## src/rtl/tdl_pkg.sv

```systemverilog
package tdl_pkg;

  // Depth code for one lane group: base code plus group index, wrapped to the pipe depth.
  function automatic int wrap_sum(input int base, input int grp, input int total);
    return (base + grp) % total;
  endfunction

endpackage

```

## src/rtl/tdl_segment.sv

```systemverilog
module tdl_segment #(
  parameter int LANES   = 32,
  parameter int SEG_LEN = 16,
  localparam int AW     = $clog2(SEG_LEN)
) (
  input  logic                      clk,
  input  logic                      rst,
  input  logic                      en,
  input  logic [LANES-1:0]          seg_in,
  input  logic [AW-1:0]             main_addr,
  input  logic [LANES-1:0][AW-1:0]  lane_addr,
  output logic [LANES-1:0]          main_out,
  output logic [LANES-1:0]          lane_out
);

  // Position j holds the word accepted j+1 shifts ago.
  logic [SEG_LEN-1:0][LANES-1:0] sr;

  always_ff @(posedge clk) begin
    if (rst) begin
      sr <= '0;
    end else if (en) begin
      sr[0] <= seg_in;
      for (int j = 1; j < SEG_LEN; j++) sr[j] <= sr[j-1];
    end
  end

  assign main_out = sr[main_addr];

  for (genvar i = 0; i < LANES; i++) begin : g_lane
    assign lane_out[i] = sr[lane_addr[i]][i];
  end

endmodule

```

## src/rtl/tdl_tap_ctrl.sv

```systemverilog
module tdl_tap_ctrl #(
  parameter int GROUPS = 4,
  parameter int TOTAL  = 64,
  localparam int DW    = $clog2(TOTAL)
) (
  input  logic                       clk,
  input  logic                       rst,
  input  logic [DW-1:0]              tap_sel,
  output logic [GROUPS-1:0][DW-1:0]  grp_code
);

  // One registered copy of the depth code per lane group keeps fanout bounded.
  for (genvar g = 0; g < GROUPS; g++) begin : g_grp
    always_ff @(posedge clk) begin
      if (rst) grp_code[g] <= '0;
      else     grp_code[g] <= DW'(tdl_pkg::wrap_sum(int'(tap_sel), g, TOTAL));
    end
  end

endmodule

```

## src/rtl/tapped_delay_line.sv

```systemverilog
module tapped_delay_line #(
  parameter int LANES     = 32,
  parameter int SEG_LEN   = 16,
  parameter int SEGS      = 4,
  parameter int GRP_LANES = 8,
  localparam int TOTAL    = SEGS * SEG_LEN,
  localparam int DW       = $clog2(TOTAL)
) (
  input  logic             clk,
  input  logic             rst,
  input  logic             shift_en,
  input  logic [LANES-1:0] din,
  input  logic [DW-1:0]    tap_sel,
  output logic [LANES-1:0] dout,
  output logic [LANES-1:0] col_out,
  output logic [LANES-1:0] tap_out
);

  localparam int AW     = $clog2(SEG_LEN);
  localparam int SW     = DW - AW;
  localparam int GROUPS = (LANES + GRP_LANES - 1) / GRP_LANES;
  // Segment read point plus boundary register spans SEG_LEN shifts.
  localparam logic [AW-1:0] MAIN_ADDR = AW'(SEG_LEN - 2);

  logic [SEGS-1:0][LANES-1:0]  bnd;
  logic [SEGS-1:0][LANES-1:0]  seg_main;
  logic [SEGS-1:0][LANES-1:0]  seg_lane;
  logic [GROUPS-1:0][DW-1:0]   grp_code;
  logic [LANES-1:0][AW-1:0]    lane_addr;
  logic [LANES-1:0][SW-1:0]    lane_seg;
  logic [LANES-1:0]            tap_next;
  logic [LANES-1:0]            col_q;
  logic [LANES-1:0]            tap_q;

  tdl_tap_ctrl #(.GROUPS(GROUPS), .TOTAL(TOTAL)) u_tap_ctrl (
    .clk      (clk),
    .rst      (rst),
    .tap_sel  (tap_sel),
    .grp_code (grp_code)
  );

  for (genvar s = 0; s < SEGS; s++) begin : g_seg
    logic [LANES-1:0] seg_src;
    if (s == 0) begin : g_head
      assign seg_src = din;
    end else begin : g_body
      assign seg_src = bnd[s-1];
    end

    tdl_segment #(.LANES(LANES), .SEG_LEN(SEG_LEN)) u_seg (
      .clk       (clk),
      .rst       (rst),
      .en        (shift_en),
      .seg_in    (seg_src),
      .main_addr (MAIN_ADDR),
      .lane_addr (lane_addr),
      .main_out  (seg_main[s]),
      .lane_out  (seg_lane[s])
    );

    always_ff @(posedge clk) begin
      if (rst)           bnd[s] <= '0;
      else if (shift_en) bnd[s] <= seg_main[s];
    end
  end

  for (genvar i = 0; i < LANES; i++) begin : g_lane
    localparam int G = i / GRP_LANES;
    assign lane_addr[i] = grp_code[G][AW-1:0];
    assign lane_seg[i]  = grp_code[G][DW-1:AW];
    assign tap_next[i]  = seg_lane[lane_seg[i]][i];
  end

  always_ff @(posedge clk) begin
    if (rst) begin
      col_q <= '0;
      tap_q <= '0;
    end else begin
      if (shift_en) col_q <= din;
      tap_q <= tap_next;
    end
  end

  assign dout    = bnd[SEGS-1];
  assign col_out = col_q;
  assign tap_out = tap_q;

endmodule

```

## config.mk

```make
export PLATFORM = sky130hd
export DESIGN_NAME = tapped_delay_line
export DESIGN_NICKNAME = d
export VERILOG_FILES = /design/src/rtl/tdl_pkg.sv /design/src/rtl/tdl_segment.sv /design/src/rtl/tdl_tap_ctrl.sv /design/src/rtl/tapped_delay_line.sv
export SDC_FILE = /design/constraint.sdc
export NUM_CORES = 2
export LEC_CHECK = 0
export CAP_MARGIN = 30
export CELL_PAD_IN_SITES_DETAIL_PLACEMENT = 0
export CELL_PAD_IN_SITES_GLOBAL_PLACEMENT = 1
export CORE_MARGIN = 2
export CORE_UTILIZATION = 55
export CTS_CLUSTER_DIAMETER = 30
export DETAILED_ROUTE_END_ITERATION = 8
export PLACE_DENSITY_LB_ADDON = 0.1
export SLEW_MARGIN = 20
export SYNTH_ARGS = -nofsm -noshare
export SYNTH_HDL_FRONTEND = slang
export SYNTH_SLANG_ARGS = --single-unit
```

## constraint.sdc

```tcl
create_clock -name clk -period 5.8 [get_ports clk]
set_clock_uncertainty 0.15 [all_clocks]
set_input_delay 1.16 -clock clk [delete_from_list [all_inputs] [get_ports clk]]
set_output_delay 1.16 -clock clk [all_outputs]
set_load 0.005 [all_outputs]
```

Yosys cells after proc, flatten, opt, wreduce, memory -nomap -nowiden
Index checks and enable logic that the tools add are counted.
- logic and storage cells: 120
- output and inout bits: 96
- register bits after elaboration: 2104
- mux-type cells: 40
- $lt $le $gt $ge: 8
- add/sub/neg operators: 3
- operator list (kind ; count):
    $bmux 32 s4 ; 16
    $bmux 32 s2 ; 4
    $mux 32 ; 5
    $mux 24 ; 5
    $mux 16 ; 5
    $mux 8 ; 5
    $lt 4x5->1 const B ; 4
    $add 6x2->6 const B ; 2
    $lt 2x3->1 const B ; 4
    $add 6x1->6 const B ; 1

Logic depth before layout (Yosys ltp)
- depth in word-level cells: 4
- gate-level depth with buffers: 10
- mapped depth without buffers: 5

Cells and area by module
A second synthesis with hierarchy kept.
- cells, all modules: 9326
- area, all modules: 109747.8 sq um
- by module, submodules not included (module ; times used ; area an instance (sq um) ; seq. area each (sq um) ; cells each):
    tdl_segment ; 4 ; 25406.9 ; 10249.8 ; 2145
    tapped_delay_line ; 1 ; 7338.3 ; 3843.7 ; 670
    tdl_tap_ctrl ; 1 ; 782.0 ; 440.4 ; 76

Worst setup path before layout
Ideal clock, no wire load.
- kind: input-to-reg
- start: input shift_en
- end: register col_q[31] (netlist: col_out[31])
- data required time: 5522 ps
- setup slack: 3219 ps
- cell stages on the path: 5
- library setup time: 128 ps
- data arrival time: 2304 ps
- path through: clkbuf_1 clkbuf_1 buf_1 mux2i_1 nor2_1
- RTL lines (item ; RTL line ; source):
    start, declared ; tapped_delay_line.sv:11 ; input logic shift_en,
    end signal, assigned ; tapped_delay_line.sv:79 ; if (shift_en) col_q <= din;
    end, declared ; tapped_delay_line.sv:32 ; logic [LANES-1:0] col_q;

Final worst setup path
- start: register col_q[25] (netlist: col_out[25])
- end: output col_out[25]
- RTL lines (item ; RTL line ; source):
    end, declared ; tapped_delay_line.sv:15 ; output logic [LANES-1:0] col_out,
No word-level cell between the ends.

==> impl_metrics.yaml <==
run_status:
  outcome: "complete, no violations"
setup_path:
  cp_max_fo: 4
  max_stage_delay_ns: 0.73
  critPathKind: "flip-flop to output port"
  worstPathRequired_ns: 4.49
  path_cells: "clkdlybuf4s50_1"
  cp-end-kind: "output port"
  reg2reg_slack_ns: 2.54
  cp-start-kind: "flip-flop"
  crit_buf_inv: 1
  critical-path-slowest-cell: "dfxtp_1"
  cp.arrival_ns: 2.29
  cp_top_family: "flip-flops"
power_and_ir_drop:
  leakagePower_nw: 45.1
  peakVddDrop_mv: 0.390
  powerDensity_nw_per_um2: 402
sta:
  tightest_slew_ns: 1.21
  report.final.hold_viol_count: 0
  final-max-slew-violation-count: 0
  relSlewSlack_pct: 19.3
  fmax_mhz: 278
  setup-violations-final: 0
  rsz0062_at_grt: "no"
  fin_crit_ns: 3.60
  whs_ns: 0.343
  tns_ns: 0
  fin_crit_sh_pct: 62.1
yosys:
  yosysWarnings: 0
  synthArstFlopShare_pct: 0
  synth_edf_count: 0
  netlist_area_sq_um: 89600
  synth_ff_type: "dfxtp_1"
  ys_ff_latch: 2102
  postSynthAreaPerCell_sq_um: 11.2
  postSynthNetCount: 8067
  yosysSeqAreaShare_pct: 47.0
  ys_types: 52
  netlist_instances: 8022
layout:
  postLayoutCellArea_sq_um: 108000
  final_core_util_pct: 66.4
  drive_above_1_share_pct: 17.0
  nNetsFinal: 8080
  syn_to_final_growth_pct: 20.3
  final_common_cell: "mux2i_1"
  mostFrequentLayoutCells: "mux2i_1 (2157), dfxtp_1 (2092), nor2_1 (2086)"
drt:
  via_per_inst: 5.57
  drtIter0Drc: 4012
  num_vias: 58900
  firstDrtPassIters: 5
  avgRoutedWirePerCell_um: 19.2
  antenna_left: 0
  drt-total-wl_mm: 203
  drc: 0
global_route:
  overflow: 0
  grt_pass1_vias: 58600
  track_usage_pct: 24.1
  grt_max_degree: 246
  grt_pass1_wl_mm: 327
  grt_antenna_before_repair: 6
clock_network:
  cts_sinks: 2102
  ctsHoldBuffers: 0
  cts.reportedPaths.clkPinSlew_ns: 0.05
  postCtsSetupRepairBufs: 0
  cts_buffer_depth: 4
  insertion_delay_ns: 0.95
  cts_root_buf: "clkbuf_16"
  ctsResizeCount: 0
  cts_tree: "built"
  cts_buffers: 451
  h-tree-depth: 5
die:
  num_io_pins: 137
  die_h_um: 408
  fp.dieArea_sq_um: 166000
  core_area_sq_um: 162000
  die_width_um: 408
  initial_utilization_pct: 55.2
  rows: 148
min_path:
  hp-class: "flip-flop to flip-flop"
placed_design:
  placed_area_sq_um: 91600
  port_buffers: 136
  hpwlAfterDp_mm: 124
  routabilityCongestion: 0.777
job:
  cap_violations: 0
## registers in the layout, indices dropped and copies added (netlist names)
register	count
col_out	32
g_seg.u_seg.sr	2016
tap_out	32
u_tap_ctrl.grp_code	22
## metal layers
metal	share of wire, %	vias up	track usage (%)
met4	1.6	0	6.13
li1	-	28500	-
met3	4.4	255	4.25
met5	0	-	0
met1	47	29100	33.7
met2	47	1073	38.5
## worst paths after layout
path,startpoint,end,cells past startpoint
max,col_out[25],col_out[25],1
max reg2reg,u_tap_ctrl.grp_code[12],tap_out[3],7
min reg2reg,g_seg[1].u_seg.sr[225],g_seg[1].u_seg.sr[257],2
min,g_seg[1].u_seg.sr[225],g_seg[1].u_seg.sr[257],2
## kinds of logic after synthesis
group                      Yosys count  share of synthesized area, %
muxes                             2676                          37.0
and+or+nand+nor                   2263                          9.79
DFF                               2102                          47.0
buffers and inverters              698                          4.00
AOI/OAI and AO/OA                  270                          2.14
xor gates and xnor gates             9                        0.0880
adders and majority gates            4                        0.0558
## cell usage after synthesis (all sizes together), types with 24 or more instances
cell | number | area [sq um]
a22o | 24 | 210
a21oi | 43 | 215
mux4 | 506 | 11400
mux2i | 2157 | 21600
clkbuf | 244 | 916
o21ai | 27 | 135
nand3 | 34 | 170
nand2 | 47 | 176
o22ai | 42 | 263
o221ai | 34 | 298
nor2 | 2086 | 7830
buf | 452 | 2660
nor2b | 34 | 213
a22oi | 45 | 338
dfxtp | 2102 | 42100
## tightest hold or removal path, cell delays in order, from the launching register on
cell     delay (ns)
dfxtp_1        0.34
mux2i_1        0.08
nor2_1         0.08
## power breakdown
part | switching [mW] | internal (mW)
registers | 0.175 | 14.5
logic | 1.07 | 0.748
clock network | 8.02 | 18.8
total | 9.26 | 34.1
## cell type report
cell class / instances / area, sq um
Antenna cell: 3 / 7.51
Clock buffer: 578 / 12600
Clock inverter: 240 / 3540
Fill cell: 12400 / 54400
Inverter: 2 / 7.51
Multi-Input combinational cell: 5222 / 44000
Sequential cell: 2102 / 42100
Tap cell: 2175 / 2720
Timing Repair Buffer: 256 / 2850
## stage by stage
step / std cells / setup WS [ns] / total power, mW
after global routing: 10600 / 2.13 / 44.7
after global placement: 9752 / 2.27 / 16.8
after detailed placement: 9755 / 2.21 / 16.8
final: 10600 / 2.20 / 43.4
after CTS: 10600 / 2.11 / 43.8
after floorplan: 8022 / 3.22 / 16.3
Note: power is estimated with default switching activity, not from simulation.
